File: src/rtl/vwd_pkg.sv
package vwd_pkg;

  localparam int STAMP_W = 32;
  localparam int WORD_W  = 16;

  localparam logic [2:0] CODE_VRAM  = 3'd1;
  localparam logic [2:0] CODE_CRAM  = 3'd3;
  localparam logic [2:0] CODE_VSRAM = 3'd5;

  typedef struct packed {
    logic [STAMP_W-1:0] stamp;
    logic [WORD_W-1:0]  data;
    logic               half;
  } wentry_t;

  function automatic logic slot_is_refresh(input logic wide, input int unsigned idx);
    if (wide)
      return (idx == 73) || (idx == 105) || (idx == 137) || (idx == 169) || (idx == 201);
    else
      return (idx == 66) || (idx == 98) || (idx == 130) || (idx == 162);
  endfunction

endpackage

File: src/rtl/vwd_slot_timer.sv
module vwd_slot_timer
  import vwd_pkg::*;
#(
  parameter int LINE_CLKS   = 3420,
  parameter int NARROW_SLOT = 20,
  parameter int WIDE_SLOT   = 16
) (
  input  logic               clk,
  input  logic               rst_n,
  input  logic               wide_mode,
  input  logic               disp_busy,
  output logic [STAMP_W-1:0] cyc,
  output logic               slot_open
);
  localparam int MAX_SLOT = (NARROW_SLOT > WIDE_SLOT) ? NARROW_SLOT : WIDE_SLOT;
  localparam int MIN_SLOT = (NARROW_SLOT > WIDE_SLOT) ? WIDE_SLOT : NARROW_SLOT;
  localparam int LP_W     = $clog2(LINE_CLKS);
  localparam int SUB_W    = $clog2(MAX_SLOT);
  localparam int IDX_W    = $clog2(LINE_CLKS / MIN_SLOT + 1);

  logic [LP_W-1:0]  lpos;
  logic [SUB_W-1:0] sub;
  logic [IDX_W-1:0] sidx;
  logic             wide_q;
  logic             mode_eff, line_end, sub_end, on_refresh;

  assign mode_eff   = (lpos == '0) ? wide_mode : wide_q;
  assign line_end   = (lpos == LP_W'(LINE_CLKS - 1));
  assign sub_end    = (sub == (mode_eff ? SUB_W'(WIDE_SLOT - 1) : SUB_W'(NARROW_SLOT - 1)));
  assign on_refresh = slot_is_refresh(mode_eff, 32'(sidx));
  assign slot_open  = (sub == '0) && !on_refresh && !disp_busy;

  always_ff @(posedge clk) begin
    if (!rst_n) begin
      cyc    <= '0;
      lpos   <= '0;
      sub    <= '0;
      sidx   <= '0;
      wide_q <= 1'b0;
    end else begin
      cyc    <= cyc + 1'b1;
      wide_q <= mode_eff;
      if (line_end) begin
        lpos <= '0;
        sub  <= '0;
        sidx <= '0;
      end else begin
        lpos <= lpos + 1'b1;
        if (sub_end) begin
          sub  <= '0;
          sidx <= sidx + 1'b1;
        end else begin
          sub <= sub + 1'b1;
        end
      end
    end
  end


  open_spacing_chk: assert property (@(posedge clk) disable iff (!rst_n)
    slot_open |=> !slot_open);

endmodule

File: src/rtl/vwd_fifo.sv
module vwd_fifo
  import vwd_pkg::*;
#(
  parameter int DEPTH = 4
) (
  input  logic               clk,
  input  logic               rst_n,
  input  logic               push,
  input  logic [WORD_W-1:0]  push_data,
  input  logic [STAMP_W-1:0] push_stamp,
  input  logic               pop,
  input  logic               mark_half,
  output wentry_t            head,
  output logic               empty,
  output logic               full
);
  localparam int PW = (DEPTH > 1) ? $clog2(DEPTH) : 1;
  localparam int CW = $clog2(DEPTH + 1);

  wentry_t        store [DEPTH];
  logic [PW-1:0]  rd_ptr, wr_ptr;
  logic [CW-1:0]  count;

  function automatic logic [PW-1:0] bump(input logic [PW-1:0] p);
    return (p == PW'(DEPTH - 1)) ? '0 : p + 1'b1;
  endfunction

  assign head  = store[rd_ptr];
  assign empty = (count == '0);
  assign full  = (count == CW'(DEPTH));

  always_ff @(posedge clk) begin
    if (!rst_n) begin
      rd_ptr <= '0;
      wr_ptr <= '0;
      count  <= '0;
      for (int i = 0; i < DEPTH; i++) store[i] <= '0;
    end else begin
      if (push) begin
        store[wr_ptr] <= '{stamp: push_stamp, data: push_data, half: 1'b0};
        wr_ptr <= bump(wr_ptr);
      end
      if (mark_half) store[rd_ptr].half <= 1'b1;
      if (pop) rd_ptr <= bump(rd_ptr);
      case ({push, pop})
        2'b10:   count <= count + 1'b1;
        2'b01:   count <= count - 1'b1;
        default: count <= count;
      endcase
    end
  end


  count_hold_chk: assert property (@(posedge clk) disable iff (!rst_n)
    (push && pop) |=> (count == $past(count)));

  no_underflow_chk: assert property (@(posedge clk) disable iff (!rst_n)
    pop |-> !empty);

endmodule

File: src/rtl/vwd_drain_ctrl.sv
module vwd_drain_ctrl
  import vwd_pkg::*;
#(
  parameter int ADDR_W      = 16,
  parameter int INC_W       = 8,
  parameter int CRAM_AW     = 6,
  parameter int VSRAM_AW    = 6,
  parameter int VSRAM_DEPTH = 40
) (
  input  logic                clk,
  input  logic                rst_n,
  input  logic                slot_open,
  input  logic [STAMP_W-1:0]  cyc,
  input  wentry_t             head,
  input  logic                empty,
  input  logic                cmd_load,
  input  logic [ADDR_W-1:0]   cmd_addr,
  input  logic [2:0]          cmd_code,
  input  logic [INC_W-1:0]    autoinc,
  output logic                pop,
  output logic                mark_half,
  output logic [ADDR_W-1:0]   addr_q,
  output logic                slot_idle,
  output logic                vram_we,
  output logic [ADDR_W-1:0]   vram_addr,
  output logic [7:0]          vram_wdata,
  output logic                cram_we,
  output logic [CRAM_AW-1:0]  cram_addr,
  output logic [WORD_W-1:0]   cram_wdata,
  output logic                vsram_we,
  output logic [VSRAM_AW-1:0] vsram_addr,
  output logic [WORD_W-1:0]   vsram_wdata
);
  logic [2:0] code_q;
  logic       eligible, service, is_vram, vs_in_range;

  assign eligible    = !empty && (head.stamp <= cyc);
  assign service     = slot_open && eligible;
  assign is_vram     = (code_q == CODE_VRAM);
  assign mark_half   = service && is_vram && !head.half;
  assign pop         = service && !(is_vram && !head.half);
  assign vs_in_range = ({1'b0, addr_q[VSRAM_AW-1:0]} < (VSRAM_AW + 1)'(VSRAM_DEPTH));

  always_ff @(posedge clk) begin
    if (!rst_n) begin
      addr_q <= '0;
      code_q <= '0;
    end else if (cmd_load) begin
      addr_q <= cmd_addr;
      code_q <= cmd_code;
    end else if (pop) begin
      addr_q <= addr_q + ADDR_W'(autoinc);
    end
  end

  always_ff @(posedge clk) begin
    if (!rst_n) begin
      vram_we     <= 1'b0;
      vram_addr   <= '0;
      vram_wdata  <= '0;
      cram_we     <= 1'b0;
      cram_addr   <= '0;
      cram_wdata  <= '0;
      vsram_we    <= 1'b0;
      vsram_addr  <= '0;
      vsram_wdata <= '0;
      slot_idle   <= 1'b0;
    end else begin
      vram_we     <= service && is_vram;
      vram_addr   <= {addr_q[ADDR_W-1:1], addr_q[0] ^ head.half};
      vram_wdata  <= head.half ? head.data[7:0] : head.data[15:8];
      cram_we     <= service && (code_q == CODE_CRAM);
      cram_addr   <= addr_q[CRAM_AW-1:0];
      cram_wdata  <= head.data;
      vsram_we    <= service && (code_q == CODE_VSRAM) && vs_in_range;
      vsram_addr  <= addr_q[VSRAM_AW-1:0];
      vsram_wdata <= head.data;
      slot_idle   <= slot_open && !eligible;
    end
  end


  one_strobe_chk: assert property (@(posedge clk) disable iff (!rst_n)
    $onehot0({vram_we, cram_we, vsram_we, slot_idle}));

  vsram_bound_chk: assert property (@(posedge clk) disable iff (!rst_n)
    vsram_we |-> ({1'b0, vsram_addr} < (VSRAM_AW + 1)'(VSRAM_DEPTH)));

endmodule

File: src/rtl/vmem_wbuf_drain.sv
module vmem_wbuf_drain
  import vwd_pkg::*;
#(
  parameter int DEPTH       = 4,
  parameter int ADDR_W      = 16,
  parameter int INC_W       = 8,
  parameter int LINE_CLKS   = 3420,
  parameter int NARROW_SLOT = 20,
  parameter int WIDE_SLOT   = 16,
  parameter int CRAM_AW     = 6,
  parameter int VSRAM_AW    = 6,
  parameter int VSRAM_DEPTH = 40
) (
  input  logic                clk,
  input  logic                rst_n,
  input  logic                wide_mode,
  input  logic                disp_busy,
  input  logic                push_valid,
  output logic                push_ready,
  input  logic [15:0]         push_data,
  input  logic [31:0]         push_stamp,
  input  logic                cmd_load,
  input  logic [ADDR_W-1:0]   cmd_addr,
  input  logic [2:0]          cmd_code,
  input  logic [INC_W-1:0]    autoinc,
  output logic [ADDR_W-1:0]   cur_addr,
  output logic                fifo_empty,
  output logic                fifo_full,
  output logic                slot_idle,
  output logic                vram_we,
  output logic [ADDR_W-1:0]   vram_addr,
  output logic [7:0]          vram_wdata,
  output logic                cram_we,
  output logic [CRAM_AW-1:0]  cram_addr,
  output logic [15:0]         cram_wdata,
  output logic                vsram_we,
  output logic [VSRAM_AW-1:0] vsram_addr,
  output logic [15:0]         vsram_wdata
);
  logic [STAMP_W-1:0] cyc;
  logic               slot_open, push, pop, mark_half;
  wentry_t            head;

  assign push_ready = !fifo_full;
  assign push       = push_valid && push_ready;

  vwd_slot_timer #(
    .LINE_CLKS(LINE_CLKS), .NARROW_SLOT(NARROW_SLOT), .WIDE_SLOT(WIDE_SLOT)
  ) u_timer (
    .clk(clk), .rst_n(rst_n), .wide_mode(wide_mode), .disp_busy(disp_busy),
    .cyc(cyc), .slot_open(slot_open)
  );

  vwd_fifo #(.DEPTH(DEPTH)) u_fifo (
    .clk(clk), .rst_n(rst_n), .push(push), .push_data(push_data),
    .push_stamp(push_stamp), .pop(pop), .mark_half(mark_half),
    .head(head), .empty(fifo_empty), .full(fifo_full)
  );

  vwd_drain_ctrl #(
    .ADDR_W(ADDR_W), .INC_W(INC_W), .CRAM_AW(CRAM_AW),
    .VSRAM_AW(VSRAM_AW), .VSRAM_DEPTH(VSRAM_DEPTH)
  ) u_ctrl (
    .clk(clk), .rst_n(rst_n), .slot_open(slot_open), .cyc(cyc), .head(head),
    .empty(fifo_empty), .cmd_load(cmd_load), .cmd_addr(cmd_addr),
    .cmd_code(cmd_code), .autoinc(autoinc), .pop(pop), .mark_half(mark_half),
    .addr_q(cur_addr), .slot_idle(slot_idle),
    .vram_we(vram_we), .vram_addr(vram_addr), .vram_wdata(vram_wdata),
    .cram_we(cram_we), .cram_addr(cram_addr), .cram_wdata(cram_wdata),
    .vsram_we(vsram_we), .vsram_addr(vsram_addr), .vsram_wdata(vsram_wdata)
  );


  strobe_slot_chk: assert property (@(posedge clk) disable iff (!rst_n)
    (vram_we || cram_we || vsram_we) |-> $past(slot_open));

  stamp_rule_chk: assert property (@(posedge clk) disable iff (!rst_n)
    (vram_we || cram_we || vsram_we) |-> ($past(head.stamp) <= $past(cyc)));

  half_keep_chk: assert property (@(posedge clk) disable iff (!rst_n)
    mark_half |=> !fifo_empty);

endmodule

File: config.mk
export PLATFORM = sky130hd
export DESIGN_NAME = vmem_wbuf_drain
export DESIGN_NICKNAME = d
export VERILOG_FILES = /design/src/rtl/vwd_pkg.sv /design/src/rtl/vwd_slot_timer.sv /design/src/rtl/vwd_fifo.sv /design/src/rtl/vwd_drain_ctrl.sv /design/src/rtl/vmem_wbuf_drain.sv
export SDC_FILE = /design/constraint.sdc
export NUM_CORES = 1
export LEC_CHECK = 0
export BUFFER_PORTS_ARGS = -buffer_cell sky130_fd_sc_hd__buf_4
export CAP_MARGIN = 0
export CORE_AREA = 2 2 137 205
export DETAILED_ROUTE_END_ITERATION = 12
export DIE_AREA = 0 0 139 207
export PLACE_DENSITY = 0.79
export SYNTH_ARGS = -nofsm -noshare
export SYNTH_HDL_FRONTEND = slang
export SYNTH_HIERARCHICAL = 1
export SYNTH_SLANG_ARGS = --single-unit
File: constraint.sdc
create_clock -name clk -period 4.85 [get_ports clk]
set_input_delay 0.97 -clock clk [delete_from_list [all_inputs] [get_ports clk]]
set_output_delay 0.97 -clock clk [all_outputs]
set_load 0.01 [all_outputs]
## After elaboration in Yosys (flattened, before gate mapping)

Memories as Yosys holds them, arrays and structs flattened. A register that Yosys moved wholly into a read port is not among the register bits.
Cells that the tools add are included.

| storage, ports and cells | value |
|---|---|
| register bits | 134 |
| latch bits | 0 |
| memory bits (writable) | 196 |
| bits in read-only memories | 0 |
| bits of input ports | 81 |
| output and inout bits | 91 |
| word-level logic and storage cells | 111 |
| memories | 1 |

| cells by class | value |
|---|---|
| add/sub/neg operators | 9 |
| multiply operators | 0 |
| div/mod/pow operators | 0 |
| $lt $le $gt $ge | 2 |
| eq/ne operators | 19 |
| shift operators | 0 |
| multiplexer cells | 24 |
| bitwise gates (word level) | 2 |
| reduce and logical (&&, ||, !) cells | 36 |

Memory list:

| name | depth | bits a word | rd ports | clocked after Yosys merged registers in | write ports | RTL line | source |
|---|---|---|---|---|---|---|---|
| u_fifo.store | 4 | 49 | 1 | 1 | 4 | vwd_fifo.sv:20 | `wentry_t store [DEPTH];` |

Operators by type and width:

| kind | count |
|---|---|
| 49-bit two-way mux | 2 |
| 49-bit OR reduction | 2 |
| 8-bit == test, second input constant | 5 |
| 32-bit by 1-bit adder with 32-bit output, second input constant | 1 |
| 8-bit by 7-bit == test with 1-bit output, second input constant | 4 |
| 32-bit <= comparator | 1 |
| 16-bit two-way mux | 2 |
| 16-bit by 8-bit adder with 16-bit output | 1 |
| 2-bit two-way mux | 7 |
| 1-bit logical AND | 13 |
| 12-bit by 1-bit adder with 12-bit output, second input constant | 1 |
| 12-bit == test, second input constant | 1 |
| 12-bit zero test | 1 |
| 1-bit two-way mux | 10 |
| 8-bit by 1-bit adder with 8-bit output, second input constant | 1 |
| 8-bit two-way mux | 1 |
| 1-bit zero test | 7 |
| 1-bit logical OR | 7 |
| 2-bit == test, second input constant | 3 |
| 3-bit == test, second input constant | 2 |
| 6-bit less-than comparator, second input constant | 1 |
| 3-bit one-hot mux with 2 select lines | 1 |
| 5-bit by 1-bit adder with 5-bit output, second input constant | 1 |
| 5-bit == test | 1 |
| 14 further kinds | 16 |

## Logic depth before layout (Yosys ltp)

Gate-level depths: netlist of run 1.

| logic depth | value |
|---|---|
| depth in word-level cells | 17 |
| mapped depth | 18 |
| depth with buffers taken out | 15 |

## Cells and area by module

The synthesis of run 1 kept the hierarchy.

Modules (own cells, without submodules):

| module | instances | cells an instance | area an instance (um2) | sequential area each (um2) |
|---|---|---|---|---|
| vwd_fifo | 1 | 540 | 8,941.1 | 6,025.8 |
| vwd_drain_ctrl | 1 | 452 | 4,000.1 | 1,281.2 |
| vwd_slot_timer | 1 | 312 | 2,741.4 | 1,161.1 |
| vmem_wbuf_drain | 1 | 2 | 10.0 | 0.0 |

## Worst setup path after synthesis of run 1

No wires, ideal clock.

| timing path | value |
|---|---|
| path kind | input to register |
| start | input port wide_mode |
| end | register u_fifo.count[2] |
| setup time | 0.076 ns |
| arrival | 4.176 ns |
| data required time | 4.774 ns |
| path slack | 0.598 ns |
| cell stages on the path | 15 |
| path buffers | 2 |
| cells stage by stage | or4b_1 > or3_1 > buf_6 > nand2_1 > mux2i_1 > a211oi_1 > nand2b_1 > buf_2 > nor3_4 > ha_1 > inv_1 > fa_1 > xor2_1 > or3_1 > a21boi_0 |

| between the ends | value |
|---|---|
| cells in the longest elaborated chain, start to end | 9 |
| elaborated cells between the ends (all ways) | 11 |
| classes of those cells | eq/ne (2); mux (3); reduce/logical (6) |

RTL lines:

| what | RTL line | source |
|---|---|---|
| start: declaration | vmem_wbuf_drain.sv:16 | `input logic wide_mode,` |
| 1-bit two-way mux (*) | vwd_slot_timer.sv:27 | `assign mode_eff = (lpos == '0) ? wide_mode : wide_q;` |
| 1-bit two-way mux (*) | vwd_pkg.sv:17 | `if (wide)` |
| 1-bit zero test (*) | vwd_slot_timer.sv:31 | `assign slot_open = (sub == '0) && !on_refresh && !disp_busy;` |
| 1-bit logical AND (*) (2 in a row) | vwd_slot_timer.sv:31 |  |
| via slot_open | vmem_wbuf_drain.sv:41 | `logic slot_open, push, pop, mark_half;` |
| 1-bit logical AND (*) | vwd_drain_ctrl.sv:38 | `assign service = slot_open && eligible;` |
| 1-bit logical AND (*) | vwd_drain_ctrl.sv:41 | `assign pop = service && !(is_vram && !head.half);` |
| via pop | vmem_wbuf_drain.sv:41 |  |
| 2-bit by 1-bit == test with 1-bit output / 2-bit == test (equally long branches) | vwd_fifo.sv:45 | `case ({push, pop})` |
| 3-bit one-hot mux with 2 select lines / 2-bit nonzero test (equally long branches) | - |  |
| end signal: assignment | vwd_fifo.sv:46 | `2'b10: count <= count + 1'b1;` |
| end signal: assignment | vwd_fifo.sv:47 | `2'b01: count <= count - 1'b1;` |
| end signal: assignment | vwd_fifo.sv:48 | `default: count <= count;` |
| end: declaration | vwd_fifo.sv:22 | `logic [CW-1:0] count;` |

Mark *: on every way through the listed nets, which the timed path passes. The rest lies on a longest branch.
A chain may end at the register's enable or synchronous reset.

==> implementation parameters, run 1 <==
Parameter                              Value

GRT
  First-pass GRT wire length    about 55,000 microns
  All-layer global routing usage    0.237
  Initial antenna violation count    1
  Maximum number of pins on one net before global-route repair    between 80 and 90
  Overflow after GRT    0
  Via count of the first global-routing pass    10,800

Timing
  Min setup slack post-route    about 0.54 ns
  Time the worst path needs with I/O delays and setup    4.31 ns
  Worst hold-check slack    0.470 ns
  Tcrit/Tclk final    0.889
  Final Hold Viols    0
  Unrepaired setup endpoints after global routing    no
  # setup viols final    0
  Clock skew after layout    0.0249 ns
  Remaining max-slew budget at the tightest pin    0.286
  Maximum frequency from static timing analysis    0.232 GHz
  Slew Limit Fails    0
  Setup TNS Final    0 ns
  Measured slew at the worst slew-check pin    1.07 ns

Drt
  Wire length on met1    13,100 microns
  Met2 Wirelength    ~18,000 microns
  DR top layer    met4
  DR vias    10,400
  Total wire length after detailed routing    34,400 microns
  Via density per instance    5.81
  Number of antenna-violating nets in the routed design    0
  Length of the first detailed-routing pass in iterations    5
  WL/cell    19.1 microns
  DRC violation total after the first TritonRoute iteration    approximately 810
  Final routed DRC violation total    0
  DR WL met3    1970 microns

Flow run
  Number of maximum-capacitance constraint violations    0

Critical path
  Kind of end point of the critical path    flop
  Required arrival time at the worst endpoint    5.35 ns
  Worst-path maximum fanout    17
  Category of the worst setup path launch point    flop
  Critical path class    reg -> reg
  Critical Path AT    4.81 ns

Clocking
  CTS Root Cell    sky130_fd_sc_hd__clkbuf_16
  CTS buffer count    30
  Buffers inserted by post-CTS timing repair    0
  Clock transition at the registers of the reported paths    ~0.07 ns
  Insertion delay to the later sink of the worst-skew pair    0.58 ns
  Maximum level of the CTS H-tree    1
  TritonCTS clock tree    done
  Count of clock tree sinks    between 300 and 400
  Hold-fix buffers at CTS    0
  PostCTS Resize Cnt    0
  Max Root-Sink Buffers    3

Floorplanning
  Die Ht    207 microns
  Ports placed on the boundary    172
  Floorplan Core Area    0.0270 sq mm
  Chip width    ~140 microns
  Floorplan die area    ~0.029 sq mm
  Starting density of the core    0.580
  # rows    between 70 and 80

Cells and area
  Filler cells    2,048
  Net count reported at finish    between 1,500 and 2,000
  Layout cells sized above 1    0.228
  Post-route cell area    0.0180 sq mm
  Synthesis-to-layout area growth    14.8%
  Share of the core filled with cells in the final layout    0.666

Placement
  Number of buffers inserted by port buffering    about 170
  Placed wire-length estimate    22,200 microns
  Cell Area, Placed    0.0170 sq mm
  Gpl congestion    0.844
  Worst Setup Slack post-DPL    0.287 ns

Worst hold path
  Type of the tightest min-delay check    reg -> reg

Pwr
  Power per unit of standard cell area    349 mW/mm^2
  Maximum vdd drop    0.000350 V
  Leakage    approximately 6.9 nW

Status
  Result of the run    complete, no violations

Synthesis
  Gate count of the mapped netlist    roughly 1,300
  Share of synthesized area occupied by flip-flops and latches    0.540
  Top FF cell, synth    sky130_fd_sc_hd__edfxtp_1
  Cell variety after synth    78
  Syn Nets    1,443
  Register bit total from synthesis    327
  Share of flip-flops with an asynchronous set or reset    0
  Yosys Warn Count    6
  Combined area of all synthesized cells    0.0157 sq mm
  Library cell occupying the most area in the post-synthesis netlist    sky130_fd_sc_hd__edfxtp_1
  Synthesized area per cell    approximately 12 sq um
  Number of enable-type register cells in the synthesized netlist    192
  Portion of synthesized cell area occupied by the leading cell type    0.367
  Biggest area contributors in the synthesized netlist    sky130_fd_sc_hd__edfxtp_1 (37%), sky130_fd_sc_hd__dfxtp_1 (17%), sky130_fd_sc_hd__and2_1 (7.4%)
area by class of cell:
class,instances,area [sq um],area share
Tap cell,342,428,0.0237
Antenna cell,1,2.50,0.000139
Clock inverter,23,233,0.0129
Multi-Input combinational cell,825,6470,0.359
Inverter,61,229,0.0127
Sequential cell,327,8470,0.470
Timing Repair Buffer,187,1420,0.0786
Clock buffer,33,762,0.0423
worst max-delay path, cell delays in order (launching register included):
cell and delay, ns:
sky130_fd_sc_hd__dfxtp_4 0.57, sky130_fd_sc_hd__buf_12 0.23, sky130_fd_sc_hd__mux4_2 0.51, sky130_fd_sc_hd__ha_1 0.35, sky130_fd_sc_hd__nand4_2 0.23, sky130_fd_sc_hd__or4_4 0.59, sky130_fd_sc_hd__nor3_4 0.17, sky130_fd_sc_hd__nor2_2 0.10
sky130_fd_sc_hd__nor3_4 0.18, sky130_fd_sc_hd__ha_1 0.21, sky130_fd_sc_hd__inv_1 0.07, sky130_fd_sc_hd__fa_1 0.37, sky130_fd_sc_hd__xor2_1 0.16, sky130_fd_sc_hd__or3_1 0.31, sky130_fd_sc_hd__a21boi_0 0.16
synth_stat cells, types with 7 or more instances:
master                     count
sky130_fd_sc_hd__nor4_1        7
sky130_fd_sc_hd__nor4_2        7
sky130_fd_sc_hd__or3_1        10
sky130_fd_sc_hd__nor3_1       18
sky130_fd_sc_hd__o21ai_0      25
sky130_fd_sc_hd__a21oi_1      30
sky130_fd_sc_hd__ha_1         54
sky130_fd_sc_hd__dfxtp_1     135
sky130_fd_sc_hd__clkbuf_1     37
sky130_fd_sc_hd__o31ai_1       7
sky130_fd_sc_hd__nor2_1       65
sky130_fd_sc_hd__and2_1      186
sky130_fd_sc_hd__nand4_1      18
sky130_fd_sc_hd__a31oi_1       8
sky130_fd_sc_hd__a211oi_1      9
sky130_fd_sc_hd__xnor2_1      26
sky130_fd_sc_hd__inv_1        61
sky130_fd_sc_hd__o21ai_1       8
sky130_fd_sc_hd__nor2b_1      19
sky130_fd_sc_hd__nand2_1      39
sky130_fd_sc_hd__mux2i_1      17
sky130_fd_sc_hd__edfxtp_1    192
sky130_fd_sc_hd__and3_1       58
sky130_fd_sc_hd__nand3_1      48
sky130_fd_sc_hd__and4_1        9
sky130_fd_sc_hd__buf_4        34
sky130_fd_sc_hd__mux4_2       49
sky130_fd_sc_hd__xor2_1       20
report_power, final:
part           total, W  internal, W  switching (W)
Combinational  0.000724     0.000334       0.000390
Sequential      0.00318      0.00310      0.0000816
Clock           0.00238      0.00135        0.00103
layout by cell type (no fill, tap or decap), drive strengths merged, types with 17 or more instances in the layout:
cell / count
and2: 186
dfxtp: 135
nand4: 19
inv: 61
o21ai: 33
a21oi: 33
nor2b: 19
mux2i: 17
nor2: 69
xor2: 20
edfxtp: 192
nand2: 40
nand3: 48
ha: 54
mux4: 49
nor3: 21
clkbuf: 33
and3: 60
buf: 187
xnor2: 26
registers in the layout, indices dropped and copies added, names as in the netlist, 5 cells and up, named ones only:
| register | flops |
|---|---|
| u_timer/sidx | 8 |
| u_fifo/store | 196 |
| u_ctrl/vram_wdata | 8 |
| u_ctrl/vram_addr | 16 |
| u_ctrl/addr_q | 16 |
| u_ctrl/vsram_wdata | 16 |
| u_timer/sub | 5 |
| u_timer/lpos | 12 |
| u_timer/cyc | 32 |
metrics by stage:
stage / cells / total power (W)
6_report: 1799 / 0.00629
3_3_place_gp: 1742 / 0.00394
5_1_grt: 1799 / 0.00652
4_1_cts: 1798 / 0.00634
3_5_place_dp: 1742 / 0.00397
2_1_floorplan: 1306 / 0.00370
path summary, 6_finish.rpt:
kind / startpoint / to / slack [ns] / cells after the start
worst max register to register: flop / u_fifo/count[2] / 0.54 / 14
worst max-delay path: flop / u_fifo/count[2] / 0.54 / 14
worst min-delay path: u_timer/lpos[0] / u_timer/lpos[0] / 0.47 / 1
worst min register to register: u_timer/lpos[0] / u_timer/lpos[0] / 0.47 / 1
layer usage:
metal,track usage,vias up
met5,0,-
met4,0.0982,0
met3,0.0344,79
met2,0.437,341
met1,0.274,5095
li1,-,4933
cells by family (layout without fill, tap and decap cells):
| logic type | after synthesis | count (layout) | synth area share |
|---|---|---|---|
| other | 0 | 1 | 0 |
| AND/OR/NAND/NOR | 532 | 532 | 0.204 |
| multiplexers | 66 | 66 | 0.0812 |
| AO/OA/AOI/OAI | 125 | 125 | 0.0537 |
| XOR/XNOR | 46 | 46 | 0.0257 |
| buffers and inverters | 154 | 304 | 0.0503 |
| flip-flops | 327 | 327 | 0.540 |
| adder cells (fa/ha/maj) | 56 | 56 | 0.0456 |
Power figures use the tool's default switching activity.
==> inputs of run 2 (changes only) <==
Settings changed: ABC_AREA set to 1, CORE_AREA 2 2 137 205 to 2 2 136 204, CTS_BUF_LIST set to sky130_fd_sc_hd__clkbuf_2 sky130_fd_sc_hd__clkbuf_4 sky130_fd_sc_hd__clkbuf_8, DIE_AREA 0 0 139 207 to 0 0 138 206, PLACE_DENSITY 0.79 to 0.8.
==> run 2 against run 1 <==
Net effect: global-route usage increased by 3.9 points; flip-flop and latch count is the same; utilization up 0.80 points; clock-buffer cell count rose by 38; clock power hardly changed; worst hold slack worse by 0.0064 ns; critical endpoint unchanged; largest cell class unchanged; largest power group unchanged; highest routed layer unchanged.
==> implementation parameters, run 2 <==
Parameter                              Value

Cells and area
  Layout cells sized above 1    0.154 (was 0.228)
  Post-route cell area    0.0181 sq mm (was 0.0180 sq mm)
  Total area of multi-input combinational cells    0.00586 sq mm (was 0.00647 sq mm)
  Net count reported at finish    2,110 (was 1,569)
  Largest registers    u_fifo/store x196, u_timer/cyc x32 (unchanged)
  Most frequent standard cell in the layout excluding fill and tap cells    sky130_fd_sc_hd__nor2_1 (was sky130_fd_sc_hd__edfxtp_1)
  Filler cells    2,115 (was 2,048)
  Share of the core filled with cells in the final layout    0.674 (was 0.666)
  Sequential cell area    0.00847 sq mm (about the same)
  Synthesis-to-layout area growth    14.6% (was 14.8%)
  Number of diodes    0 (was 1)
  Commonest non-fill, non-tap cells in the layout    sky130_fd_sc_hd__nor2_1 (393), sky130_fd_sc_hd__nand2_1 (273), sky130_fd_sc_hd__inv_1 (228) (was sky130_fd_sc_hd__edfxtp_1 (192), sky130_fd_sc_hd__buf_4 (186), sky130_fd_sc_hd__and2_1 (186))
  Register with the most flip-flops    u_fifo/store (unchanged)
  Flip-flop count of the largest register after layout    196 (unchanged)

Pwr
  Leakage    7.98 nW (was 6.92 nW)
  Maximum vdd drop    0.000263 V (was 0.000350 V)
  Power per unit of standard cell area    358 mW/mm^2 (was 349 mW/mm^2)

Synthesis
  Number of enable-type register cells in the synthesized netlist    192 (unchanged)
  Register bit total from synthesis    327 (unchanged)
  Top FF cell, synth    sky130_fd_sc_hd__edfxtp_1 (unchanged)
  Combined area of all synthesized cells    0.0158 sq mm (was 0.0157 sq mm)
  Synthesized area per cell    8.61 sq um (was 12.0 sq um)
  Library cell occupying the most area in the post-synthesis netlist    sky130_fd_sc_hd__edfxtp_1 (unchanged)
  Syn Nets    1,973 (was 1,443)
  Portion of synthesized cell area occupied by the leading cell type    0.365 (was 0.367)
  Cell with the most instances after synthesis    sky130_fd_sc_hd__nor2_1 (was sky130_fd_sc_hd__edfxtp_1)
  Commonest cells post-synth    sky130_fd_sc_hd__nor2_1 (394), sky130_fd_sc_hd__nand2_1 (276), sky130_fd_sc_hd__inv_1 (228), sky130_fd_sc_hd__edfxtp_1 (192), sky130_fd_sc_hd__o21ai_0 (138) (was sky130_fd_sc_hd__edfxtp_1 (192), sky130_fd_sc_hd__and2_1 (186), sky130_fd_sc_hd__dfxtp_1 (135), sky130_fd_sc_hd__nor2_1 (65), sky130_fd_sc_hd__inv_1 (61))
  Gate count of the mapped netlist    1,836 (was 1,306)
  Yosys Warn Count    6 (unchanged)
  Share of flip-flops with an asynchronous set or reset    0 (unchanged)
  Biggest area contributors in the synthesized netlist    sky130_fd_sc_hd__edfxtp_1 (36%), sky130_fd_sc_hd__dfxtp_1 (17%), sky130_fd_sc_hd__nor2_1 (9.4%) (was sky130_fd_sc_hd__edfxtp_1 (37%), sky130_fd_sc_hd__dfxtp_1 (17%), sky130_fd_sc_hd__and2_1 (7.4%))
  Cell variety after synth    50 (was 78)
  Share of synthesized area occupied by flip-flops and latches    0.536 (was 0.540)

Clocking
  TritonCTS clock tree    done (unchanged)
  PostCTS Resize Cnt    0 (unchanged)
  Hold-fix buffers at CTS    0 (unchanged)
  Max Root-Sink Buffers    3 (unchanged)
  Count of clock tree sinks    327 (unchanged)
  Clock transition at the registers of the reported paths    0.07 ns (about the same)
  Buffers inserted by post-CTS timing repair    0 (unchanged)
  Maximum level of the CTS H-tree    2 (was 1)
  CTS buffer count    48 (was 30)
  CTS Root Cell    sky130_fd_sc_hd__clkbuf_8 (was sky130_fd_sc_hd__clkbuf_16)
  Insertion delay to the later sink of the worst-skew pair    0.60 ns (was 0.58 ns)

Critical path
  Critical path class    reg -> reg (unchanged)
  Kind of end point of the critical path    flop (unchanged)
  Category of the worst setup path launch point    flop (unchanged)
  Slowest stage delay, CP    0.48 ns (was 0.59 ns)
  Required arrival time at the worst endpoint    5.34 ns (was 5.35 ns)
  CP Cell Sequence    inv_6 -> o21ai_0 -> o22ai_1 -> ha_1 -> a21oi_1 -> nand2_1 -> nand2_1 -> nand2_1 -> nand2_1 -> nand2_1 -> nand2_1 -> nand2_1 -> nand2_2 -> nand4_4 -> inv_1 -> ha_1 -> inv_1 -> fa_1 -> inv_1 -> nand2_1 -> nand3_1 -> nand2_1 -> inv_1 -> nor2_1 (was buf_12 -> mux4_2 -> ha_1 -> nand4_2 -> or4_4 -> nor3_4 -> nor2_2 -> nor3_4 -> ha_1 -> inv_1 -> fa_1 -> xor2_1 -> or3_1 -> a21boi_0)
  Cell at the slowest stage of the critical path    sky130_fd_sc_hd__inv_6 (was sky130_fd_sc_hd__or4_4)
  CP dominant cell by count    sky130_fd_sc_hd__nand2_1
  Minimum setup slack among reg-to-reg paths    1.25 ns (was 0.54 ns)
  Worst-path maximum fanout    98 (was 17)
  Critical Path AT    4.09 ns (was 4.81 ns)

Drt
  DR vias    13,200 (was 10,400)
  Total wire length after detailed routing    39,700 microns (was 34,400 microns)
  DRC violation total after the first TritonRoute iteration    1,037 (was 811)
  Final routed DRC violation total    0 (unchanged)
  WL/cell    16.9 microns (was 19.1 microns)
  Length of the first detailed-routing pass in iterations    5 (unchanged)
  Via density per instance    5.59 (was 5.81)
  Number of antenna-violating nets in the routed design    0 (unchanged)

Timing
  # setup viols final    0 (unchanged)
  Tcrit/Tclk final    0.742 (was 0.889)
  Measured slew at the worst slew-check pin    0.992 ns (was 1.07 ns)
  Maximum frequency from static timing analysis    0.278 GHz (was 0.232 GHz)
  Setup TNS Final    0 ns (unchanged)
  Slew Limit Fails    0 (unchanged)
  Time the worst path needs with I/O delays and setup    3.60 ns (was 4.31 ns)
  Final Hold Viols    0 (unchanged)
  Remaining max-slew budget at the tightest pin    0.338 (was 0.286)
  Unrepaired setup endpoints after global routing    no (unchanged)
  Clock skew after layout    0.0107 ns (was 0.0249 ns)

Placement
  Placed wire-length estimate    26,300 microns (was 22,200 microns)
  Cell Area, Placed    0.0171 sq mm (was 0.0170 sq mm)
  Gpl congestion    0.925 (was 0.844)
  Number of buffers inserted by port buffering    171 (unchanged)

Status
  Result of the run    complete, no violations (unchanged)

Floorplanning
  Floorplan Core Area    0.0269 sq mm (was 0.0270 sq mm)
  Starting density of the core    0.589 (was 0.580)
  Ports placed on the boundary    172 (unchanged)
  Chip width    138 microns (was 139 microns)
  Floorplan die area    0.0284 sq mm (was 0.0288 sq mm)
  Die Ht    206 microns (was 207 microns)
  # rows    74 (unchanged)

GRT
  Overflow after GRT    0 (unchanged)
  Initial antenna violation count    0 (was 1)
  All-layer global routing usage    0.276 (was 0.237)
  First-pass GRT wire length    63,500 microns (was 55,300 microns)
  Via count of the first global-routing pass    13,200 (was 10,800)
  Maximum number of pins on one net before global-route repair    99 (was 83)

Flow run
  Number of maximum-capacitance constraint violations    0 (unchanged)

Worst hold path
  Type of the tightest min-delay check    reg -> reg (unchanged)
[run 2: cell count changes after synthesis, moves of 22 or more]
| cell | delta |
|---|---|
| sky130_fd_sc_hd__inv_1 | +167 |
| sky130_fd_sc_hd__xnor2_1 | -25 |
| sky130_fd_sc_hd__o21ai_0 | +113 |
| sky130_fd_sc_hd__and2_1 | -186 |
| sky130_fd_sc_hd__o22ai_1 | +49 |
| sky130_fd_sc_hd__nor2_1 | +329 |
| sky130_fd_sc_hd__a21oi_1 | +55 |
| sky130_fd_sc_hd__mux4_2 | -49 |
| sky130_fd_sc_hd__and3_1 | -57 |
| sky130_fd_sc_hd__nand2_1 | +237 |
| sky130_fd_sc_hd__nand3_1 | +22 |
[run 2: logic make-up after synthesis]
kind of cell    after synthesis  share of synthesized area
simple gates                825                      0.220
buf+inv                     331                     0.0942
flops                       327                      0.536
compound gates              283                     0.0964
fa+ha+maj                    56                     0.0453
xor+xnor                     14                    0.00776
[run 2: cell type report]
| type | count | area share |
|---|---|---|
| inverter | 233 | 0.0486 |
| clock inverter | 19 | 0.00954 |
| timing repair buffer | 185 | 0.0795 |
| sequential | 327 | 0.468 |
| multi-input combinational | 1178 | 0.324 |
| tap | 342 | 0.0236 |
| clock buffer | 71 | 0.0474 |
[run 2: worst paths after layout]
kind / startpoint / to / depth (start not counted)
worst min-delay path: u_ctrl/addr_q[7] / u_ctrl/vram_addr[7] / 2
worst max-delay path: flop / u_fifo/count[2] / 24
worst min register to register: u_ctrl/addr_q[7] / u_ctrl/vram_addr[7] / 2
worst max register to register: flop / u_fifo/count[2] / 24
[run 2: layer usage]
| layer | track usage | vias to the layer above | wire length [microns] |
|---|---|---|---|
| met5 | 0 | - | 0 |
| met4 | 0.148 | 0 | 1560 |
| met3 | 0.0443 | 121 | 2560 |
| met2 | 0.504 | 553 | 20700 |
| met1 | 0.309 | 6241 | 15000 |
| li1 | - | 6244 | - |
[run 2: critical path, delay by kind of cell, from the launching register on]
family                   cells  cell delay [ns]
AO/OA/AOI/OAI                3             0.52
adder cells (fa/ha/maj)      3             0.83
buffers and inverters        5             0.80
flip-flops                   1             0.35
AND/OR/NAND/NOR             13             0.95
[run 2: report_power, final]
part	switching, W	total (W)	internal (W)	leakage, nW
sequential	0.0000794	0.00319	0.00311	3.08
combinational	0.000582	0.000920	0.000338	4.35
clock	0.00108	0.00238	0.00130	0.547
total	0.00174	0.00649	0.00475	7.98
[run 2: stage by stage]
stage / power, W / worst slack [ns] / instances / hold WS, ns
after floorplan: 0.00383 / 1.06 / 1836 / 0.430
after global placement: 0.00412 / 1.34 / 2265 / 0.446
after detailed placement: 0.00416 / 1.28 / 2265 / 0.459
after CTS: 0.00651 / 1.27 / 2355 / 0.462
after global routing: 0.00676 / 0.850 / 2355 / 0.490
final: 0.00649 / 1.25 / 2355 / 0.464
==> inputs of run 3 (changes only) <==
Settings changed: ABC_AREA 1 to 0.
Clock period 4.85 ns to 3.4 ns, I/O delays scaled along.
==> run 3 against run 2 <==
Net effect: the flow now finishes with violations (negative setup slack); design area up 5.0%; utilization up 3.4 points; sequential power up 42%; register-to-register slack worse by 1.7 ns; worst hold slack worse by 0.12 ns.
==> implementation parameters, run 3 (synthesis results as in run 1) <==
Parameter                              Value

Critical path
  Critical path class    reg -> reg (unchanged)
  Worst path top cell family by delay    simple AND/OR/NAND/NOR gates (unchanged)
  CP dominant cell by count    sky130_fd_sc_hd__nor3_4 (was sky130_fd_sc_hd__nand2_1)
  Critical Path AT    4.35 ns (was 4.09 ns)
  Required arrival time at the worst endpoint    3.92 ns (was 5.34 ns)
  Worst-path maximum fanout    9 (was 98)
  Kind of end point of the critical path    flop (unchanged)
  Category of the worst setup path launch point    flop (unchanged)
  Cell at the slowest stage of the critical path    sky130_fd_sc_hd__or4_4 (was sky130_fd_sc_hd__inv_6)
  CP bufs+invs    2 (was 5)
  Minimum setup slack among reg-to-reg paths    -0.43 ns (was 1.25 ns)
  End of the worst register-to-register path    u_fifo/count[2] (unchanged)
  R2r worst-path depth    14 (was 24)
  CP Cell Sequence    buf_12 -> mux4_2 -> ha_1 -> nand4_1 -> or4_4 -> nor3_4 -> nor2_4 -> nor3_4 -> ha_4 -> inv_2 -> fa_2 -> xor2_1 -> or3_1 -> a21boi_1 (was inv_6 -> o21ai_0 -> o22ai_1 -> ha_1 -> a21oi_1 -> nand2_1 -> nand2_1 -> nand2_1 -> nand2_1 -> nand2_1 -> nand2_1 -> nand2_1 -> nand2_2 -> nand4_4 -> inv_1 -> ha_1 -> inv_1 -> fa_1 -> inv_1 -> nand2_1 -> nand3_1 -> nand2_1 -> inv_1 -> nor2_1)
  WP depth    14 (was 24)
  Slowest stage delay, CP    0.58 ns (was 0.48 ns)

Clocking
  Insertion delay to the later sink of the worst-skew pair    0.59 ns (was 0.60 ns)
  Count of clock tree sinks    327 (unchanged)
  Hold-fix buffers at CTS    0 (unchanged)
  Maximum level of the CTS H-tree    2 (unchanged)
  CTS buffer count    48 (unchanged)
  Clock transition at the registers of the reported paths    0.07 ns (about the same)
  Max Root-Sink Buffers    3 (unchanged)
  TritonCTS clock tree    done (unchanged)
  CTS Root Cell    sky130_fd_sc_hd__clkbuf_8 (unchanged)

Timing
  Worst hold-check slack    0.340 ns (was 0.464 ns)
  Maximum frequency from static timing analysis    0.261 GHz (was 0.278 GHz)
  Unrepaired setup endpoints after global routing    yes (was no)
  Final Hold Viols    0 (unchanged)
  Slew Limit Fails    0 (unchanged)
  Tcrit/Tclk final    1.13 (was 0.742)
  Min setup slack post-route    -0.431 ns (was 1.25 ns)
  Clock skew after layout    0.0141 ns (was 0.0107 ns)
  Time the worst path needs with I/O delays and setup    3.83 ns (was 3.60 ns)
  Measured slew at the worst slew-check pin    1.03 ns (was 0.992 ns)
  Remaining max-slew budget at the tightest pin    0.310 (was 0.338)
  # setup viols final    21 (was 0)

GRT
  Initial antenna violation count    0 (unchanged)
  Overflow after GRT    0 (unchanged)
  All-layer global routing usage    0.251 (was 0.276)
  First-pass GRT wire length    57,000 microns (was 63,500 microns)
  Maximum number of pins on one net before global-route repair    93 (was 99)
  Via count of the first global-routing pass    11,300 (was 13,200)

Worst hold path
  Worst min-delay path endpoint    u_ctrl/addr_q[1] (was u_ctrl/vram_addr[7])
  Type of the tightest min-delay check    in -> reg (was reg -> reg)
  Launch instance of the worst min-delay path    cmd_addr[1] (was u_ctrl/addr_q[7])
  WHS Path Cells    3 (was 2)

Floorplanning
  Starting density of the core    0.584 (was 0.589)
  # rows    74 (unchanged)
  Chip width    138 microns (unchanged)
  Floorplan die area    0.0284 sq mm (unchanged)
  Ports placed on the boundary    172 (unchanged)
  Floorplan Core Area    0.0269 sq mm (unchanged)
  Die Ht    206 microns (unchanged)

Cells and area
  Layout cells sized above 1    0.299 (was 0.154)
  Register with the most flip-flops    u_fifo/store (unchanged)
  Filler cells    1,871 (was 2,115)
  Sequential cell area    0.00847 sq mm (about the same)
  Most frequent standard cell in the layout excluding fill and tap cells    sky130_fd_sc_hd__buf_4 (was sky130_fd_sc_hd__nor2_1)
  Largest registers    u_fifo/store x196, u_timer/cyc x32 (unchanged)
  Number of diodes    0 (unchanged)
  Net count reported at finish    1,661 (was 2,110)
  Commonest non-fill, non-tap cells in the layout    sky130_fd_sc_hd__buf_4 (239), sky130_fd_sc_hd__edfxtp_1 (192), sky130_fd_sc_hd__and2_1 (185) (was sky130_fd_sc_hd__nor2_1 (393), sky130_fd_sc_hd__nand2_1 (273), sky130_fd_sc_hd__inv_1 (228))
  Flip-flop count of the largest register after layout    196 (unchanged)
  Synthesis-to-layout area growth    21.2% (was 14.6%)
  Total area of multi-input combinational cells    0.00668 sq mm (was 0.00586 sq mm)

Placement
  Gpl congestion    0.812 (was 0.925)
  Placed wire-length estimate    24,100 microns (was 26,300 microns)
  Number of buffers inserted by port buffering    171 (unchanged)
  Worst Setup Slack post-DPL    -0.477 ns (was 1.28 ns)

Drt
  Via density per instance    5.75 (was 5.59)
  Total wire length after detailed routing    36,900 microns (was 39,700 microns)
  Final routed DRC violation total    0 (unchanged)
  WL/cell    19.3 microns (was 16.9 microns)
  Number of antenna-violating nets in the routed design    0 (unchanged)
  DRC violation total after the first TritonRoute iteration    701 (was 1,037)
  DR vias    11,000 (was 13,200)
  Length of the first detailed-routing pass in iterations    5 (unchanged)

Status
  Result of the run    finished, violations left (was complete, no violations)
  Failing checks    negative setup slack

Pwr
  Leakage    7.47 nW (was 7.98 nW)
  Power per unit of standard cell area    486 mW/mm^2 (was 358 mW/mm^2)
  Maximum vdd drop    0.000307 V (was 0.000263 V)

Flow run
  Number of maximum-capacitance constraint violations    0 (unchanged)
-- run 3: cell count changes in the layout (fill, tap and decap cells not counted), sizes merged, moves of 52 or more --
cell	previous run	this run
inv	234	63
nor2	402	70
and3	1	60
a21oi	85	33
buf	185	258
and2	0	186
nand2	287	40
o21ai	139	33
-- run 3: worst max path at each step --
stage | endpoint | slack (ns)
floorplan | u_fifo/count[2] | -0.52
global placement | u_fifo/count[2] | -0.39
detailed placement | u_fifo/count[2] | -0.48
CTS | u_fifo/count[2] | -0.46
global route | u_fifo/count[2] | -0.58
finish | u_fifo/count[2] | -0.43
-- run 3: report_power, final --
group	internal (W)	total (W)	switching, W
logic	0.000583	0.00120	0.000614
clock network	0.00200	0.00351	0.00151
registers	0.00442	0.00454	0.000115
total	0.00700	0.00925	0.00224
-- run 3: repair_timing --
| action | CTS | global route |
|---|---|---|
| setup endpoints to repair | 24 | 31 |
| buffers inserted | 4 | 9 |
| resized for setup | 3 | 29 |
| pin swaps | 0 | 20 |
| cloned | 0 | 3 |
-- run 3: stage by stage --
stage / power, W / setup TNS [ns] / cell area, sq um / util / cells
after detailed placement: 0.00578 / -2.73 / 17600 / 0.657 / 1804
after global placement: 0.00573 / -1.54 / 17600 / 0.657 / 1804
final: 0.00925 / -3.73 / 19000 / 0.708 / 1906
after CTS: 0.00928 / -1.59 / 18800 / 0.700 / 1898
after global routing: 0.00960 / -7.00 / 19000 / 0.708 / 1906
after floorplan: 0.00529 / -0.879 / 15800 / - / 1306
-- run 3: cell type report --
cell class	instances	share of cell area
tap	342	0.0225
clock buffer	77	0.0495
sequential	327	0.445
clock inverter	13	0.00803
timing repair buffer	259	0.111
inverter	61	0.0120
multi-input combinational	827	0.351
-- run 3: layer usage --
metal,part of all wire,global-route usage
met5,0,0
met4,0.034,0.106
met3,0.054,0.0424
met2,0.55,0.486
met1,0.37,0.269
-- run 3: tightest hold or removal path: cells and delay by family --
family | cells | cell delay, ns
AO/OA/AOI/OAI | 1 | 0.07
buffers and inverters | 1 | 0.08
AND/OR/NAND/NOR | 1 | 0.07
